<file path="src/rtl/vcsp_pkg.sv">
package vcsp_pkg;

  typedef enum logic [2:0] {
    OP_ENABLE  = 3'd0,
    OP_DISABLE = 3'd1,
    OP_LOAD    = 3'd2,
    OP_STORE   = 3'd3,
    OP_CLEAR   = 3'd4,
    OP_LAUNCH  = 3'd5,
    OP_RESUME  = 3'd6,
    OP_RSVD    = 3'd7
  } vcsp_op_e;

  typedef enum logic [2:0] {
    RC_OK       = 3'd0,
    RC_FAIL_INV = 3'd1,
    RC_FAIL_VAL = 3'd2,
    RC_UD       = 3'd3,
    RC_GP       = 3'd4,
    RC_EXIT     = 3'd5
  } vcsp_rc_e;

  localparam logic [7:0] ERR_CLR_ADDR     = 8'd2;
  localparam logic [7:0] ERR_CLR_REGION   = 8'd3;
  localparam logic [7:0] ERR_LAUNCH_STATE = 8'd4;
  localparam logic [7:0] ERR_RESUME_STATE = 8'd5;
  localparam logic [7:0] ERR_ENTRY_CHK    = 8'd7;
  localparam logic [7:0] ERR_LD_ADDR      = 8'd9;
  localparam logic [7:0] ERR_LD_REGION    = 8'd10;
  localparam logic [7:0] ERR_LD_REV       = 8'd11;
  localparam logic [7:0] ERR_ENABLE_AGAIN = 8'd15;
  localparam logic [7:0] ERR_SS_BLOCK     = 8'd26;

  // flag vector bit order: {OF, SF, ZF, AF, PF, CF}
  function automatic logic [5:0] rc_flags(input vcsp_rc_e rc);
    case (rc)
      RC_FAIL_INV: return 6'b000001;
      RC_FAIL_VAL: return 6'b001000;
      default:     return 6'b000000;
    endcase
  endfunction

endpackage

</file>
<file path="src/rtl/vcsp_addr_chk.sv">
module vcsp_addr_chk #(
  parameter int PA_W = 40
) (
  input  logic [63:0] addr,
  input  logic [63:0] region,
  output logic        bad_form,
  output logic        is_region
);
  localparam int PAGE_BITS = 12;

  assign bad_form  = (|addr[PAGE_BITS-1:0]) | (|addr[63:PA_W]);
  assign is_region = (addr == region);
endmodule

</file>
<file path="src/rtl/vcsp_launch_tbl.sv">
module vcsp_launch_tbl #(
  parameter int NENT  = 4,
  parameter int TAG_W = 28
) (
  input  logic             clk,
  input  logic             rst_n,
  input  logic [TAG_W-1:0] tag,
  input  logic             wr_en,
  input  logic             wr_launched,
  output logic             hit,
  output logic             hit_launched
);
  localparam int IW = (NENT > 1) ? $clog2(NENT) : 1;

  logic [NENT-1:0]  vld_q;
  logic [NENT-1:0]  lch_q;
  logic [TAG_W-1:0] tag_q [NENT];
  logic [IW-1:0]    rr_q;
  logic [NENT-1:0]  match;
  logic             have_free;
  logic [IW-1:0]    free_idx;
  logic [IW-1:0]    victim;

  for (genvar i = 0; i < NENT; i++) begin : g_match
    assign match[i] = vld_q[i] && (tag_q[i] == tag);
  end

  assign hit          = |match;
  assign hit_launched = |(match & lch_q);

  always_comb begin
    have_free = 1'b0;
    free_idx  = '0;
    for (int i = NENT - 1; i >= 0; i--) begin
      if (!vld_q[i]) begin
        have_free = 1'b1;
        free_idx  = IW'(i);
      end
    end
    victim = have_free ? free_idx : rr_q;
  end

  always_ff @(posedge clk) begin
    if (!rst_n) begin
      vld_q <= '0;
      lch_q <= '0;
      rr_q  <= '0;
      for (int i = 0; i < NENT; i++) tag_q[i] <= '0;
    end else if (wr_en) begin
      if (hit) begin
        for (int i = 0; i < NENT; i++)
          if (match[i]) lch_q[i] <= wr_launched;
      end else begin
        vld_q[victim] <= 1'b1;
        tag_q[victim] <= tag;
        lch_q[victim] <= wr_launched;
        if (!have_free)
          rr_q <= (rr_q == IW'(NENT - 1)) ? '0 : rr_q + 1'b1;
      end
    end
  end
endmodule

</file>
<file path="src/rtl/vcsp_ctrl.sv">
module vcsp_ctrl
  import vcsp_pkg::*;
#(
  parameter int          PA_W   = 40,
  parameter logic [31:0] REV_ID = 32'h0000_0011,
  parameter int          NENT   = 4
) (
  input  logic        clk,
  input  logic        rst_n,
  input  logic        cmd_valid,
  input  logic [2:0]  cmd_op,
  input  logic [63:0] cmd_addr,
  input  logic [1:0]  cmd_cpl,
  input  logic        cmd_legacy,
  input  logic        cmd_nonroot,
  input  logic        cmd_feat_en,
  input  logic [31:0] cmd_rev,
  input  logic        cmd_ss_block,
  input  logic        cmd_entry_ok,
  output logic        rsp_valid,
  output logic [2:0]  rsp_code,
  output logic [5:0]  rsp_flags,
  output logic [63:0] rsp_data,
  output logic [7:0]  err_field,
  output logic        mode_on
);
  localparam int TAG_W = PA_W - 12;

  logic        mode_q, mode_nxt;
  logic [63:0] ptr_q, ptr_nxt;
  logic [63:0] region_q, region_nxt;
  logic [7:0]  err_q;
  logic        ptr_valid;
  logic        a_bad, a_region;
  logic        tbl_hit, tbl_launched, tbl_we, tbl_set;
  logic [TAG_W-1:0] tbl_tag;
  logic        do_fail;
  logic [7:0]  fail_code;
  logic [63:0] data_nxt;
  vcsp_op_e    op;
  vcsp_rc_e    rc;

  assign op        = vcsp_op_e'(cmd_op);
  assign ptr_valid = ~&ptr_q;
  assign tbl_tag   = (op == OP_CLEAR) ? cmd_addr[PA_W-1:12] : ptr_q[PA_W-1:12];

  vcsp_addr_chk #(.PA_W(PA_W)) u_addr (
    .addr(cmd_addr), .region(region_q), .bad_form(a_bad), .is_region(a_region)
  );

  vcsp_launch_tbl #(.NENT(NENT), .TAG_W(TAG_W)) u_tbl (
    .clk(clk), .rst_n(rst_n), .tag(tbl_tag), .wr_en(tbl_we),
    .wr_launched(tbl_set), .hit(tbl_hit), .hit_launched(tbl_launched)
  );

  always_comb begin
    rc         = RC_OK;
    do_fail    = 1'b0;
    fail_code  = '0;
    mode_nxt   = mode_q;
    ptr_nxt    = ptr_q;
    region_nxt = region_q;
    tbl_we     = 1'b0;
    tbl_set    = 1'b0;
    data_nxt   = '0;
    if (op == OP_RSVD || cmd_legacy || ((op == OP_ENABLE) ? !cmd_feat_en : !mode_q))
      rc = RC_UD;
    else if (mode_q && cmd_nonroot)
      rc = RC_EXIT;
    else if (cmd_cpl != 2'd0)
      rc = RC_GP;
    else begin
      case (op)
        OP_ENABLE: begin
          if (mode_q) begin
            do_fail = 1'b1; fail_code = ERR_ENABLE_AGAIN;
          end else if (a_bad || cmd_rev != REV_ID) begin
            rc = RC_FAIL_INV;
          end else begin
            mode_nxt = 1'b1; ptr_nxt = '1; region_nxt = cmd_addr;
          end
        end
        OP_DISABLE: mode_nxt = 1'b0;
        OP_LOAD: begin
          if (a_bad)                  begin do_fail = 1'b1; fail_code = ERR_LD_ADDR;   end
          else if (a_region)          begin do_fail = 1'b1; fail_code = ERR_LD_REGION; end
          else if (cmd_rev != REV_ID) begin do_fail = 1'b1; fail_code = ERR_LD_REV;    end
          else ptr_nxt = cmd_addr;
        end
        OP_STORE: data_nxt = ptr_q;
        OP_CLEAR: begin
          if (a_bad)         begin do_fail = 1'b1; fail_code = ERR_CLR_ADDR;   end
          else if (a_region) begin do_fail = 1'b1; fail_code = ERR_CLR_REGION; end
          else begin
            tbl_we = 1'b1;
            if (cmd_addr == ptr_q) ptr_nxt = '1;
          end
        end
        default: begin // launch and resume
          if (!ptr_valid) rc = RC_FAIL_INV;
          else if (cmd_ss_block) begin do_fail = 1'b1; fail_code = ERR_SS_BLOCK; end
          else if (op == OP_LAUNCH && tbl_launched) begin
            do_fail = 1'b1; fail_code = ERR_LAUNCH_STATE;
          end else if (op == OP_RESUME && !tbl_launched) begin
            do_fail = 1'b1; fail_code = ERR_RESUME_STATE;
          end else if (!cmd_entry_ok) begin
            do_fail = 1'b1; fail_code = ERR_ENTRY_CHK;
          end else if (op == OP_LAUNCH) begin
            tbl_we = 1'b1; tbl_set = 1'b1;
          end
        end
      endcase
      if (do_fail) rc = ptr_valid ? RC_FAIL_VAL : RC_FAIL_INV;
    end
    if (!cmd_valid) tbl_we = 1'b0;
  end

  always_ff @(posedge clk) begin
    if (!rst_n) begin
      mode_q    <= 1'b0;
      ptr_q     <= '1;
      region_q  <= '0;
      err_q     <= '0;
      rsp_valid <= 1'b0;
      rsp_code  <= '0;
      rsp_flags <= '0;
      rsp_data  <= '0;
    end else begin
      rsp_valid <= cmd_valid;
      if (cmd_valid) begin
        mode_q    <= mode_nxt;
        ptr_q     <= ptr_nxt;
        region_q  <= region_nxt;
        rsp_code  <= rc;
        rsp_flags <= rc_flags(rc);
        rsp_data  <= data_nxt;
        if (rc == RC_FAIL_VAL) err_q <= fail_code;
      end
    end
  end

  assign err_field = err_q;
  assign mode_on   = mode_q;
endmodule

</file>
<file path="config.mk">
export PLATFORM = sky130hd
export DESIGN_NAME = vcsp_ctrl
export DESIGN_NICKNAME = d
export VERILOG_FILES = /design/src/rtl/vcsp_pkg.sv /design/src/rtl/vcsp_addr_chk.sv /design/src/rtl/vcsp_launch_tbl.sv /design/src/rtl/vcsp_ctrl.sv
export SDC_FILE = /design/constraint.sdc
export NUM_CORES = 1
export LEC_CHECK = 0
export CORE_MARGIN = 4
export CORE_UTILIZATION = 46
export DETAILED_ROUTE_END_ITERATION = 12
export GPL_ROUTABILITY_DRIVEN = 0
export GPL_TIMING_DRIVEN = 1
export PLACE_DENSITY = 0.68
export RECOVER_POWER = 50
export REMOVE_ABC_BUFFERS = 1
export SYNTH_ARGS = -nofsm -noshare
export SYNTH_HDL_FRONTEND = slang
export SYNTH_HIERARCHICAL = 1
export SYNTH_SLANG_ARGS = --single-unit
</file>
<file path="constraint.sdc">
create_clock -name clk -period 13.1 [get_ports clk]
set_clock_uncertainty 0.1 [all_clocks]
set_input_delay 1.31 -clock clk [delete_from_list [all_inputs] [get_ports clk]]
set_output_delay 1.31 -clock clk [all_outputs]
set_load 0.005 [all_outputs]
</file>
# Yosys cells after proc, flatten, opt, wreduce, memory -nomap -nowiden
# Memories as Yosys holds them, arrays and structs flattened.
# Cells that the tools add are included.
dict set report totals {
  reg_bits 221
  ram_bits 112
  in_bits 109
  out_inout_bits 83
  elab_cells 196
  memories 1
}
# name depth width rd rd_clocked_by_memory_dff write_ports line_no
set memory_table {}
lappend memory_table {u_tbl.tag_q 4 28 4 0 4 vcsp_launch_tbl.sv:17} ;# logic [TAG_W-1:0] tag_q [NENT];
dict set report op_classes {
  n_addsub 1
  n_lt_le_gt_ge 2
  n_eq_ne 29
  muxes 101
  bitwise_logic 10
  reduce_logical 38
}
# cell count
set ops {}
lappend ops {{$mux 64} 12}
lappend ops {{$pmux 64 s3} 1}
lappend ops {{$eq 64x64->1} 2}
lappend ops {{$eq 28x28->1} 4}
lappend ops {{$reduce_and 64->1} 1}
lappend ops {{$mux 28} 2}
lappend ops {{$mux 1} 51}
lappend ops {{$ne 32x5->1 const B} 1}
lappend ops {{$reduce_or 28->1} 1}
lappend ops {{$mux 5} 5}
lappend ops {{$reduce_or 24->1} 1}
lappend ops {{$mux 3} 7}
lappend ops {{$mux 2} 10}
lappend ops {{$mux 4} 5}
lappend ops {{$pmux 5 s4} 1}
lappend ops {{$reduce_or 4->1} 4}
lappend ops {{$ne 2x2->1 const B} 7}
lappend ops {{$reduce_and 13->1} 1}
lappend ops {{$eq 3x3->1 const B} 4}
lappend ops {{$reduce_and 2->1} 6}
lappend ops {{$reduce_or 12->1} 1}
lappend ops {{$ne 2x1->1 const B} 5}
lappend ops {{$eq 3x2->1 const B} 3}
lappend ops {{$logic_and 1x1->1} 8}
lappend ops {{24 further kinds} 38}

# Logic depth before layout (Yosys ltp)
dict set report depth {
  ltp_word 22
  mapped_depth 24
}

# Cells and area by module
# Netlist, hierarchy kept.
# module instances cells_each area_each_um2 seq_area_each_um2
set modules_own_cells {}
lappend modules_own_cells {vcsp_ctrl 1 957 8546.9 4083.9}
lappend modules_own_cells {vcsp_launch_tbl 1 502 6218.5 3563.4}
lappend modules_own_cells {vcsp_addr_chk 1 98 774.5 0.0}

# Least setup slack after synthesis
# No wires, ideal clock.
dict set report synth_timing {
  path_kind {input port to flip-flop}
  start {input port cmd_op[1]}
  end {memory u_tbl.tag_q[2][0], enable pin}
  setup_time_ps 452
  arrival_ps 7193
  setup_slack_ps 5355
  path_stages 21
  n_path_buf 4
  cell_sequence {clkbuf_1 > nor2_1 > nand2_1 > clkbuf_1 > clkbuf_1 > mux2_2 > buf_4 > xnor2_1 > nand4_1 > nor4_1 > and4_1 > nand2_1 > o21ai_0 > a221o_1 > nor4b_1 > nand2_1 > a21oi_1 > inv_1 > a41oi_1 > nand4_4 > o21ai_0}
}
# item line_no
set synth_rtl {}
lappend synth_rtl {{start: declaration} vcsp_ctrl.sv:11} ;# input logic [2:0] cmd_op,
lappend synth_rtl {{end: declaration} vcsp_launch_tbl.sv:17}

==> flow_metrics.py <==
metrics = {
    "clocking": {
        "ctsHoldBuffers": 0,
        "cts_tree": "yes",
        "cts-resized-gates": 0,
        "clkTransAtPathRegs_ns": 0.06,
        "clkLatencyLatePin_ns": 0.52,
        "post_cts_buffers": 0,
        "clock_sinks": 326,
        "root_buffer": "clkbuf_16",
        "numCtsBuffers": 36,
        "clock_path_buffers": 3,
        "cts_max_level": 2,
    },
    "die": {
        "die_w_um": 191.8,
        "pin_count": 192,
        "core_um2": 33450,
        "die_y_um": 191.8,
        "rows": 67,
        "die_area_um2": 36770,
        "start_util": 0.4644,
    },
    "cells_and_area": {
        "area_delta_synth_final_pct": 19.80,
        "layout_common_cells": "dfxtp_1, nand2_1, xor2_1",
        "fillCellCount": 2914,
        "diodes": 0,
        "final_common_cell": "dfxtp_1",
        "fin_cells": 2149,
        "drive_gt1_frac": 0.07231,
        "nets": 1786,
    },
    "logic_synthesis": {
        "ys_warn_count": 6,
        "synth.cell_area_um2": 15530,
        "syn_area_per_cell_um2": 9.983,
        "syn_inst": 1556,
    },
    "timing": {
        "tightest_slew_ns": 3.418,
        "rsz0062_at_grt": "false",
        "max_freq_mhz": 121.2,
        "finalSetupViolCount": 0,
        "slew_headroom": -1.279,
        "fin_crit_sh": 0.6296,
        "slew_violations": 270,
        "setup_tns_ns": 0,
        "final-hold-violation-count": 0,
        "fin_crit_ns": 8.248,
    },
    "grt": {
        "grt_overflow": 0,
        "grt_max_degree": 92,
        "antenna_found_initial": 0,
        "grt_usage": 0.2590,
        "grt_pass1_wl_um": 73550,
        "grt_pass1_vias": 11840,
    },
    "worst_setup_path": {
        "r2r_start": "region_q[31]",
        "worstPathCellList": "dlygate4sd3_1 > nor2_1 > nand2_1 > clkbuf_1 > mux2_2 > xor2_1 > nor4_1 > and4_1 > a221o_1 > nor4b_1 > nand2_1 > a21oi_1 > inv_1 > a41oi_1 > nand4_4 > nor2_4 > and3_1",
        "cpPeakStageDelay_ns": 1.41,
        "worstSetupPathType": "in -> reg",
        "cpMaxStageDelayCell": "clkbuf_1",
        "cp.required_ns": 13.37,
        "cp-end-kind": "flip-flop",
        "path_max_fanout": 58,
        "start_kind": "primary input",
        "ff2ff_setup_slack_ns": 7.04,
        "cp_data_arrival_time_ns": 8.52,
        "path_delay_family": "simple AND/OR/NAND/NOR gates",
        "crit_top_cell": "nand2_1",
        "rr_worst_depth": 12,
        "reg2reg_to": "ptr_q[24]",
        "path_buf_inv": 3,
    },
    "placed_design": {
        "portBuffers": 184,
        "dpl.cell_count": 2086,
        "dp_hpwl_um": 33480,
    },
    "worst_hold_path": {
        "holdPathStages": 2,
        "hp-class": "reg -> reg",
        "hold_start": "region_q[21]",
        "min_to": "region_q[21]",
    },
    "pwr": {
        "ir_worst_vdd_mv": 0.07422,
        "power_density_nw_per_um2": 118.7,
        "leakage_nw": 6.944,
    },
    "detailed_routing": {
        "drt-initial-drc-count": 1214,
        "drt_pre_antenna_iters": 5,
        "vias": 12610,
        "drtAntennaViolNets": 0,
        "viasPerCell": 5.867,
        "wl_um": 49770,
        "wl_per_cell_um": 23.16,
        "drc": 0,
    },
    "job": {
        "maxCapViolations": 5,
    },
    "run_status": {
        "violations": "max-capacitance violations, max-slew violations",
        "outcome": "finished with violations",
    },
}
[per-layer routing]
| metal | vias to the layer above | track usage | share of wire |
|---|---|---|---|
| li1 | 5730 | - | - |
| met4 | 0 | 0.05497 | 0.019 |
| met1 | 6190 | 0.3780 | 0.44 |
| met3 | 65 | 0.03835 | 0.088 |
| met5 | - | 0 | 0 |
| met2 | 624 | 0.4105 | 0.45 |
[worst min-delay path, stage by stage, from the launching register on]
cell     delay [ns]
dfxtp_1        0.31
nand2_1        0.05
a21oi_1        0.05
[flip-flops by register name, indices dropped and copies added (netlist names)]
| name | count |
|---|---|
| u_tbl/tag_q | 112 |
| err_field | 5 |
| ptr_q | 64 |
| u_tbl/lch_q | 4 |
| u_tbl/vld_q | 4 |
| rsp_flags | 2 |
| rsp_valid | 1 |
| rsp_data | 64 |
| mode_on | 1 |
| region_q | 64 |
| rsp_code | 3 |
| u_tbl/rr_q | 2 |
[per-stage QoR]
step | power [mW] | setup WS (ns) | instance area, um2 | util | hold slack, ns
after global placement | 1.238 | 5.699 | 17490 | 0.5229 | 0.3492
after detailed placement | 1.239 | 5.545 | 17490 | 0.5229 | 0.3536
after global routing | 2.266 | 4.358 | 18610 | 0.5564 | 0.3776
final | 2.209 | 4.852 | 18610 | 0.5564 | 0.3611
after floorplan | 1.146 | 5.726 | 14910 | - | 0.3346
after CTS | 2.217 | 6.059 | 18640 | 0.5573 | 0.3627
[layout make-up]
class / count / area, um2 / area share
Sequential cell: 326 / 7647 / 0.4109
Multi-Input combinational cell: 1104 / 7292 / 0.3919
Clock buffer: 56 / 1099 / 0.05903
Tap cell: 448 / 560.5 / 0.03012
Inverter: 8 / 32.53 / 0.001748
Clock inverter: 7 / 50.05 / 0.002689
Timing Repair Buffer: 200 / 1928 / 0.1036
[report_power, final]
group / internal, mW / total, mW / switching, mW
combinational: 0.0608 / 0.155 / 0.0946
sequential: 1.06 / 1.06 / 0.00677
clock: 0.577 / 0.989 / 0.412
[how the worst max path moves through the flow]
stage	startpoint	endpoint	cells after the start
floorplan	cmd_op[1]	u_tbl/tag_q[2][0]	17
global placement	cmd_op[1]	u_tbl/tag_q[2][14]	17
detailed placement	cmd_op[1]	u_tbl/tag_q[2][16]	17
CTS	cmd_op[1]	u_tbl/tag_q[2][10]	17
global route	cmd_op[0]	u_tbl/tag_q[2][13]	20
finish	cmd_op[0]	u_tbl/tag_q[1][3]	17
(Power assumes the default switching activity.)
